$ cat src/rtl/link_mon_pkg.sv
package link_mon_pkg;
  typedef enum logic {LINK_FAIL = 1'b0, LINK_PASS = 1'b1} linkState_e;

  // control -> datapath
  typedef struct packed {
    logic clrPulses;
  } fsmCmd_t;

  // datapath -> control
  typedef struct packed {
    logic lossExpire;
    logic pulseDone;
    logic packetStart;
  } tmrStat_t;
endpackage

$ cat src/rtl/link_mon_timers.sv
module link_mon_timers
  import link_mon_pkg::*;
#(
  parameter int TICK_DIV    = 10000,
  parameter int LOSS_TICKS  = 100,
  parameter int IDLE_TICKS  = 16,
  parameter int PASS_PULSES = 2
) (
  input  logic     clk,
  input  logic     rstN,
  input  logic     linkPulseIn,
  input  logic     rxDataActive,
  input  logic     txActive,
  input  fsmCmd_t  cmd,
  output tmrStat_t stat,
  output logic     idlePulseReq
);
  localparam int PW = (TICK_DIV > 1) ? $clog2(TICK_DIV) : 1;
  localparam int LW = $clog2(LOSS_TICKS + 1);
  localparam int IW = $clog2(IDLE_TICKS + 1);
  localparam int CW = $clog2(PASS_PULSES + 1);
  localparam logic [PW-1:0] PRE_LAST   = PW'(TICK_DIV - 1);
  localparam logic [LW-1:0] LOSS_LAST  = LW'(LOSS_TICKS - 1);
  localparam logic [IW-1:0] IDLE_LAST  = IW'(IDLE_TICKS - 1);
  localparam logic [CW-1:0] PULSE_LAST = CW'(PASS_PULSES - 1);

  logic [PW-1:0] preCnt;
  logic [LW-1:0] lossCnt;
  logic [IW-1:0] idleCnt;
  logic [CW-1:0] pulseCnt;
  logic tick, evidence, rxPrev, idleFire;

  // prescaler
  assign tick = (preCnt == PRE_LAST);
  always_ff @(posedge clk) begin
    if (!rstN || tick) preCnt <= '0;
    else               preCnt <= preCnt + 1'b1;
  end

  // loss timer
  assign evidence        = linkPulseIn | rxDataActive;
  assign stat.lossExpire = tick && !evidence && (lossCnt == LOSS_LAST);
  always_ff @(posedge clk) begin
    if (!rstN || evidence || stat.lossExpire) lossCnt <= '0;
    else if (tick)                            lossCnt <= lossCnt + 1'b1;
  end

  // packet start detect
  always_ff @(posedge clk) begin
    if (!rstN) rxPrev <= 1'b0;
    else       rxPrev <= rxDataActive;
  end
  assign stat.packetStart = rxDataActive && !rxPrev;

  // consecutive pulse counter for recovery
  assign stat.pulseDone = linkPulseIn && (pulseCnt == PULSE_LAST);
  always_ff @(posedge clk) begin
    if (!rstN || cmd.clrPulses || stat.lossExpire) pulseCnt <= '0;
    else if (linkPulseIn)                          pulseCnt <= pulseCnt + 1'b1;
  end

  // idle pulse pacing
  assign idleFire = tick && !txActive && (idleCnt == IDLE_LAST);
  always_ff @(posedge clk) begin
    if (!rstN || txActive || idleFire) idleCnt <= '0;
    else if (tick)                     idleCnt <= idleCnt + 1'b1;
  end
  always_ff @(posedge clk) begin
    if (!rstN) idlePulseReq <= 1'b0;
    else       idlePulseReq <= idleFire;
  end

  p_req_single_r9: assert property (@(posedge clk) disable iff (!rstN)
    idlePulseReq |=> !idlePulseReq)
    else $error("idle request longer than one cycle");
  p_tx_quiet_r10: assert property (@(posedge clk) disable iff (!rstN)
    txActive |=> !idlePulseReq)
    else $error("idle request during transmit activity");
  p_restart_r4: assert property (@(posedge clk) disable iff (!rstN)
    evidence |=> !stat.lossExpire)
    else $error("loss expiry right after evidence");
endmodule

$ cat src/rtl/link_mon_fsm.sv
module link_mon_fsm
  import link_mon_pkg::*;
(
  input  logic     clk,
  input  logic     rstN,
  input  logic     testLoopback,
  input  logic     checkEnable,
  input  tmrStat_t stat,
  output fsmCmd_t  cmd,
  output logic     linkFail
);
  linkState_e state;

  always_ff @(posedge clk) begin
    if (!rstN)                             state <= LINK_FAIL;
    else if (testLoopback || !checkEnable) state <= LINK_PASS;
    else begin
      case (state)
        LINK_FAIL: if (stat.pulseDone || stat.packetStart) state <= LINK_PASS;
        LINK_PASS: if (stat.lossExpire)                    state <= LINK_FAIL;
        default:                                           state <= LINK_FAIL;
      endcase
    end
  end

  assign cmd.clrPulses = (state == LINK_PASS);
  assign linkFail      = (state == LINK_FAIL);

  p_force_r8: assert property (@(posedge clk) disable iff (!rstN)
    testLoopback |=> !linkFail)
    else $error("loopback test did not force pass");
  p_disable_r7: assert property (@(posedge clk) disable iff (!rstN)
    !checkEnable |=> !linkFail)
    else $error("disabled check did not hold pass");
  p_fail_hold_r5: assert property (@(posedge clk) disable iff (!rstN)
    (linkFail && checkEnable && !testLoopback && !stat.pulseDone && !stat.packetStart)
      |=> linkFail)
    else $error("left fail without evidence");
  p_pass_hold_r3: assert property (@(posedge clk) disable iff (!rstN)
    (!linkFail && !stat.lossExpire) |=> !linkFail)
    else $error("left pass without loss expiry");
endmodule

$ cat src/rtl/tp_link_monitor.sv
module tp_link_monitor
  import link_mon_pkg::*;
#(
  parameter int TICK_DIV    = 10000,
  parameter int LOSS_TICKS  = 100,
  parameter int IDLE_TICKS  = 16,
  parameter int PASS_PULSES = 2
) (
  input  logic clk,
  input  logic rstN,
  input  logic linkPulseIn,
  input  logic rxDataActive,
  input  logic txActive,
  input  logic testLoopback,
  input  logic checkEnable,
  output logic linkStatusN,
  output logic linkFail,
  output logic idlePulseReq
);
  fsmCmd_t  cmd;
  tmrStat_t stat;

  link_mon_timers #(
    .TICK_DIV(TICK_DIV), .LOSS_TICKS(LOSS_TICKS),
    .IDLE_TICKS(IDLE_TICKS), .PASS_PULSES(PASS_PULSES)
  ) uTimers (
    .clk(clk), .rstN(rstN), .linkPulseIn(linkPulseIn),
    .rxDataActive(rxDataActive), .txActive(txActive),
    .cmd(cmd), .stat(stat), .idlePulseReq(idlePulseReq)
  );

  link_mon_fsm uFsm (
    .clk(clk), .rstN(rstN), .testLoopback(testLoopback),
    .checkEnable(checkEnable), .stat(stat), .cmd(cmd), .linkFail(linkFail)
  );

  // open-drain LED: 1 means released (pulled high)
  assign linkStatusN = linkFail;
endmodule

$ cat config.mk
export PLATFORM = sky130hd
export DESIGN_NAME = tp_link_monitor
export DESIGN_NICKNAME = d
export VERILOG_FILES = /design/src/rtl/link_mon_pkg.sv /design/src/rtl/link_mon_timers.sv /design/src/rtl/link_mon_fsm.sv /design/src/rtl/tp_link_monitor.sv
export SDC_FILE = /design/constraint.sdc
export NUM_CORES = 1
export LEC_CHECK = 0
export CORE_AREA = 2 2 59 61
export DETAILED_ROUTE_END_ITERATION = 8
export DIE_AREA = 0 0 61 63
export SLEW_MARGIN = 30
export SYNTH_ARGS = -nofsm -noshare
export SYNTH_HDL_FRONTEND = slang
export SYNTH_SLANG_ARGS = --single-unit
$ cat constraint.sdc
create_clock -name clk -period 2.7 [get_ports clk]
set_clock_uncertainty 0.15 [all_clocks]
set_input_delay 0.27 -clock clk [delete_from_list [all_inputs] [get_ports clk]]
set_output_delay 0.27 -clock clk [all_outputs]
set_load 0.03 [all_outputs]
**Word level (Yosys, flattened, before mapping)**

Index checks and enable logic that the tools add are counted.

- Flip-flop bits (word level): 31
- Input port bits: 7

- Muxes and demuxes: 4
- Bitwise operators: 2
- Reductions and logical operators: 20
- Eq/ne operators: 4
- $add $sub $neg: 4

Operators with widths:

| cell | count |
|---|---|
| $add 14x1->14 const B | 1 |
| $eq 14x14->1 const B | 1 |
| $logic_or 1x1->1 | 9 |
| $add 7x1->7 const B | 1 |
| $eq 7x7->1 const B | 1 |
| $logic_and 1x1->1 | 6 |
| $add 5x1->5 const B | 1 |
| $eq 5x4->1 const B | 1 |
| $logic_not 1->1 | 5 |
| $mux 1 | 3 |
| $add 2x1->2 const B | 1 |
| $eq 2x1->1 const B | 1 |
| $pmux 1 s2 | 1 |
| $not 1->1 | 1 |
| $or 1x1->1 | 1 |

**Depth between registers and ports, before layout**

Gate-level depths: netlist (run 1).

- Depth after elaboration: 7
- Depth in mapped cells: 8
- Gate-level depth less buffers: 6

**Modules after synthesis**

From an unflattened synthesis (run 1), not the netlist that was laid out.

- Cells, all modules: 165
- Area total of the unflattened synthesis: 1,418.9 um^2

By module, submodules not included:

| module | cells each | times used | sequential area each (um^2) | area each (um^2) |
|---|---|---|---|---|
| link_mon_timers | 159 | 1 | 600.6 | 1,358.8 |
| link_mon_fsm | 5 | 1 | 20.0 | 52.6 |
| tp_link_monitor | 1 | 1 | 0.0 | 7.5 |

**Least setup slack after synthesis (run 1)**

No wires, ideal clock.

- Path type: flip-flop to flip-flop
- From: register uTimers.preCnt[11]
- To: register uTimers.idleCnt[3]
- Path buffers: 1
- Setup slack: 0.448 ns
- Data arrival time: 2.032 ns
- Cell stages (with the launch flop): 6
- Period minus slack after synthesis: 2.252 ns
- Path through: dfxtp_1 -> or4b_1 -> or4_1 -> buf_2 -> or4_1 -> a21oi_1

- Cells in the longest elaborated chain, start to end: 4

RTL lines:

| what | line | source |
|---|---|---|
| from (decl) | link_mon_timers.sv:27 | `logic [PW-1:0] preCnt;` |
| from (signal assigned) | link_mon_timers.sv:37 | `else preCnt <= preCnt + 1'b1;` |
| $eq 14x14->1 (*) | link_mon_timers.sv:34 | `assign tick = (preCnt == PRE_LAST);` |
| $logic_and 1x1->1 (2 in series) | link_mon_timers.sv:63 | `assign idleFire = tick && !txActive && (idleCnt == IDLE_LAST);` |
| $logic_or 1x1->1 | link_mon_timers.sv:65 | `if (!rstN \|\| txActive \|\| idleFire) idleCnt <= '0;` |
| to (signal assigned) | link_mon_timers.sv:66 | `else if (tick) idleCnt <= idleCnt + 1'b1;` |
| to (decl) | link_mon_timers.sv:29 | `logic [IW-1:0] idleCnt;` |

Every way passes the cells marked *; elsewhere a longest branch is shown, timed or not.
A chain may end at the register's enable or synchronous reset.

**Worst setup path after layout (run 1)**

- From: register uTimers.preCnt[11]
- To: register uTimers.idleCnt[2]

Same word-level chain as after synthesis.

==> flow_summary.ini, run 1 <==
[grt]
track_usage_pct = 15.4
antenna_found_initial = 0
grt_pass1_wl_mm = 4.46
grt_pass1_vias = 1024
grt_max_degree = 17
grt-ovfl-total = 0

[route]
drtIter0Drc = 66
met1Wirelength_mm = 1.16
vias = 1125
wl_met3_um = 78
met2_wirelength_mm = 1.18
drt-vias-per-instance = 5.14
drc_errors = 0
dr.pass1.iters = 4
wire_per_inst_um = 11.3
top_layer = met4
antenna_left = 0
drt-total-wl_mm = 2.47

[critical_path]
r2r.worst_path.cells = 4
cp_top_family = simple AND/OR/NAND/NOR gates
cp-end-kind = register
crit_top_cell = or4b_1
arrival_ps = 2620
crit_chain = or4b_1 -> or4_1 -> or4b_1 -> a21oi_1
max_stage_delay_ps = 750
critPathBufInv = 0
criticalPathCategory = register to register
startpoint_type = register
cp_num_cells = 4
critPathMaxFanout = 16
critPathSlowestCell = or4_1
crit_required_ps = 2810

[cells_and_area]
finalCoreUtilization_pct = 48.9
area_growth_pct = 13.9
final_common_cell = dfxtp_1
final_cells = 219
layout-drive-gt1-share_pct = 8.67
mostFrequentLayoutCells = dfxtp_1, nor2_1, inv_1, a21oi_1
n_antenna_cell = 0
nFillCells = 324
nets = 186
finalInstanceArea_um2 = 1580

[timing]
fmax_mhz = 399
worstMarginPinSlew_ps = 439
slew-limit-headroom_pct = 70.8
min_period_ps = 2510
finalHoldViolCount = 0
setup_viol = 0
period_share_pct = 92.9
tns_ps = 0
slew_viol_final = 0
rsz0062_at_grt = no

[synth]
synthTopCellsByArea = dfxtp_1, xnor2_1, nor2_1
yosysSeqAreaShare_pct = 44.7
synth_seq_cells = 31
synth_edf_count = 0
synth_fp_nets = 170
synth-main-ff-cell = dfxtp_1
synth.top_cell.area_share_pct = 44.7
async_reset_ff_share_pct = 0
avgSynthCellArea_um2 = 8.78
synth_area_um2 = 1390
syn_inst = 158
yosys.area.top_type = dfxtp_1
ys_warn_count = 0
synth.distinct_cells = 32

[clock_network]
worstSkewPairLatency_ps = 330
cts_sinks = 31
cts_setup_buffers = 0
cts_tree = done
cts-root-buf = clkbuf_4
clkSlewWorstSetupHoldPaths_ps = 80
h-tree-depth = 2
numCtsBuffers = 5
clock_path_buffers = 2
ctsResizeCount = 0
postCtsHoldBufs = 0

[status]
outcome = finished clean

[power]
power.leakage_uw = 0.000534
p_per_area_nw_per_um2 = 476
power_uw = 752
ir_drop_mv = 0.238

[floorplan]
core_area_um2 = 3230
row_count = 21
die_x_um = 61
io_pins = 10
initial_core_util_pct = 42.9
dieArea_um2 = 3840
die_h_um = 63

[run]
drv_cap = 0

[placed_design]
place_inst = 213
place.gp.congestion = 0.818
dpl.hpwl_mm = 1.83
place_area_um2 = 1540
port_buffers = 9

[hold_path]
hold_path.class = register to register
min_path_cells = 2
[Yosys cell counts, types with 2 or more instances]
cell / count
a31oi_1: 2
a21oi_1: 10
and4_1: 2
nand4_1: 6
buf_2: 3
or3_1: 4
inv_1: 10
nor3_1: 6
xnor2_1: 9
ha_1: 5
or4_1: 2
and3_1: 2
or4b_1: 2
and2_1: 2
dfxtp_1: 31
nor2_1: 20
or3_2: 4
nand3_1: 5
o21ai_0: 8
xor2_1: 5
nand2_1: 9
[power breakdown]
| part | internal [uW] | switching (uW) |
|---|---|---|
| logic | 20.9 | 20.6 |
| registers | 464 | 6.39 |
| clock network | 92.4 | 147 |
| total | 577 | 174 |
[path summary, 6_finish.rpt]
| path | from | to | slack (ps) |
|---|---|---|---|
| worst max-delay path | uTimers.preCnt[11] | uTimers.idleCnt[2] | 190 |
| worst min-delay path | uTimers.idleCnt[4] | uTimers.idleCnt[4] | 310 |
| worst max register to register | uTimers.preCnt[11] | uTimers.idleCnt[2] | 190 |
| worst min register to register | uTimers.idleCnt[4] | uTimers.idleCnt[4] | 310 |
[layout make-up]
| type | instances | area [um2] | area share (%) |
|---|---|---|---|
| timing repair buffer | 14 | 128 | 8.08 |
| sequential | 31 | 621 | 39.3 |
| multi-input combinational | 112 | 696 | 44.0 |
| clock buffer | 6 | 41.3 | 2.61 |
| inverter | 10 | 37.5 | 2.38 |
| tap | 46 | 57.6 | 3.64 |
[worst min-delay path: stages (launching register included)]
cell and delay, ps:
dfxtp_1 320, nand2_1 50, a21oi_1 50
[state kept, by name, indices dropped and copies added, names as in the netlist]
signal / flops
uFsm.cmd: 1
uTimers.idleCnt: 5
uTimers.lossCnt: 7
uTimers.rxPrev: 1
uTimers.preCnt: 14
uTimers.pulseCnt: 2
uTimers.idlePulseReq: 1
[stage by stage]
stage | hold WS [ps] | worst slack [ps]
3_3_place_gp | 292 | 243
3_5_place_dp | 300 | 191
2_1_floorplan | 217 | 448
6_report | 306 | 191
5_1_grt | 345 | 34.8
4_1_cts | 311 | 167
[layer usage]
layer,track usage (%),vias up
met5,0,-
met2,24.1,8
li1,-,584
met4,6.52,0
met1,18.7,527
met3,5.59,6
[cell families (layout without fill, tap and decap cells)]
kind of cell | after synthesis | in the layout | synth area share (%)
muxes | 1 | 1 | 0.721
and+or+nand+nor | 68 | 68 | 26.2
xor gates and xnor gates | 14 | 14 | 8.84
buffers and inverters | 15 | 30 | 5.14
AOI/OAI and AO/OA | 24 | 24 | 9.83
adders and majority gates | 5 | 5 | 4.51
DFF | 31 | 31 | 44.7
(Power assumes the default switching activity.)
==> inputs of run 2 (changes only) <==
- CORE_AREA: 2 2 59 61 -> 2 2 60 62
- DIE_AREA: 0 0 61 63 -> 0 0 62 64
- SKIP_CTS_REPAIR_TIMING: unset -> 1
- SLEW_MARGIN: 30 -> 20
- SYNTH_HIERARCHICAL: unset -> 1
==> flow_summary.ini, run 2 <==
[status]
outcome = finished clean

[floorplan]
initial_core_util_pct = 43.2
die_h_um = 64
dieArea_um2 = 3970
row_count = 21
io_pins = 10
core_area_um2 = 3280
die_x_um = 62

[timing]
setup_viol = 0
fin_ws_ps = 282
slew-limit-headroom_pct = 73.2
period_share_pct = 89.6
finalHoldViolCount = 0
worstMarginPinSlew_ps = 401
min_period_ps = 2420
slew_viol_final = 0
rsz0062_at_grt = no
fmax_mhz = 414
tns_ps = 0

[power]
power_uw = 815
ir_drop_mv = 0.254
power.leakage_uw = 0.000543
p_per_area_nw_per_um2 = 500

[clock_network]
worstSkewPairLatency_ps = 330
clkSlewWorstSetupHoldPaths_ps = 90
cts_sinks = 31
clock_path_buffers = 2
cts_tree = done
h-tree-depth = 2
numCtsBuffers = 5
cts-root-buf = clkbuf_4

[grt]
grt-ovfl-total = 0
track_usage_pct = 15.6
grt_pass1_vias = 1076
grt_max_degree = 24
grt_pass1_wl_mm = 4.56
antenna_found_initial = 0

[cells_and_area]
mostFrequentLayoutCells = dfxtp_1, nor2_1, nand2_1, a21oi_1
area_growth_pct = 14.7
final_cells = 226
largestRegisters = uTimers/preCnt: 14 flops, uTimers/lossCnt: 7 flops, uTimers/idleCnt: 5 flops
largest_reg_flops = 14
nets = 191
finalInstanceArea_um2 = 1630
n_antenna_cell = 0
regMostFlops = uTimers/preCnt
layout-drive-gt1-share_pct = 5.56
final_common_cell = dfxtp_1

[route]
drt-vias-per-instance = 5.30
vias = 1198
drtIter0Drc = 55
dr.pass1.iters = 4
antenna_left = 0
drc_errors = 0
drt-total-wl_mm = 2.69
wire_per_inst_um = 11.9

[placed_design]
place.gp.congestion = 0.821
place_area_um2 = 1560
dpl.hpwl_mm = 1.92
post-place-ws_ps = 275
place_inst = 218
port_buffers = 9

[synth]
synth_area_um2 = 1420
synth-main-ff-cell = dfxtp_1
yosys.area.top_type = dfxtp_1
ys_warn_count = 6
synth.top_cell.area_share_pct = 43.7
synth_fp_nets = 177
yosysMostFrequentCell = dfxtp_1
yosysSeqAreaShare_pct = 43.7
synth.distinct_cells = 33
synth_commonest_cells = dfxtp_1, nor2_1, nand2_1
synth_seq_cells = 31
async_reset_ff_share_pct = 0
synth_edf_count = 0
syn_inst = 165
synthTopCellsByArea = dfxtp_1, nor2_1, xnor2_1
avgSynthCellArea_um2 = 8.60

[critical_path]
crit_chain = or4b_1 -> or4_4 -> or4_1 -> a21oi_1
arrival_ps = 2540
criticalPathCategory = register to register
critPathSlowestCell = or4_4
cp-end-kind = register
max_stage_delay_ps = 670
critPathMaxFanout = 23
startpoint_type = register
crit_required_ps = 2820

[hold_path]
hold_path.class = register to register

[run]
drv_cap = 0
-- run 2: layout make-up --
| type | count | area (um2) |
|---|---|---|
| Sequential cell | 31 | 621 |
| Clock buffer | 8 | 68.8 |
| Tap cell | 46 | 57.6 |
| Timing Repair Buffer | 11 | 105 |
| Inverter | 8 | 30.0 |
| Fill cell | 333 | 1660 |
| Multi-Input combinational cell | 122 | 746 |
-- run 2: worst paths after layout --
kind                       from  slack (ps)                 end  cells after the start
max           uTimers/preCnt[5]         280  uTimers/lossCnt[4]                      4
min          uTimers/idleCnt[4]         300  uTimers/idleCnt[4]                      2
max reg2reg   uTimers/preCnt[5]         280  uTimers/lossCnt[4]                      4
min reg2reg  uTimers/idleCnt[4]         300  uTimers/idleCnt[4]                      2
-- run 2: power breakdown --
group          internal (uW)  total (uW)  switching, uW  leakage (uW)
Sequential               464         471           6.56      0.000251
Clock                    153         303            149     0.0000386
Combinational           20.6        41.5           20.9      0.000253
Total                    638         815            177      0.000543
-- run 2: kinds of logic (layout without fill, tap and decap cells) --
logic type	after synthesis	after routing	synth area share, %
AND/OR/NAND/NOR	80	80	30.2
buffers and inverters	12	27	3.70
adder cells (fa/ha/maj)	5	5	4.41
XOR/XNOR	13	13	8.02
flip-flops	31	31	43.7
AO/OA/AOI/OAI	24	24	9.97
-- run 2: metal layers --
layer / global-route usage (%) / vias up / wire length [um] / part of all wire [%]
met4: 7.18 / 0 / 54 / 2.0
met1: 19.5 / 558 / 1350 / 50
met5: 0 / - / 0 / 0
met2: 22.8 / 18 / 1160 / 43
li1: - / 616 / - / -
met3: 6.68 / 6 / 123 / 4.6
-- run 2: critical path, delay by kind of cell, from the launching register on --
family           cells  cell delay, ps
AO/OA/AOI/OAI        1             140
flip-flops           1             350
AND/OR/NAND/NOR      3            1720
-- run 2: per-stage QoR --
stage,hold slack [ps],utilization [%]
6_report,303,49.6
5_1_grt,327,49.6
4_1_cts,308,49.6
3_5_place_dp,295,47.5
3_3_place_gp,289,47.5
2_1_floorplan,215,-
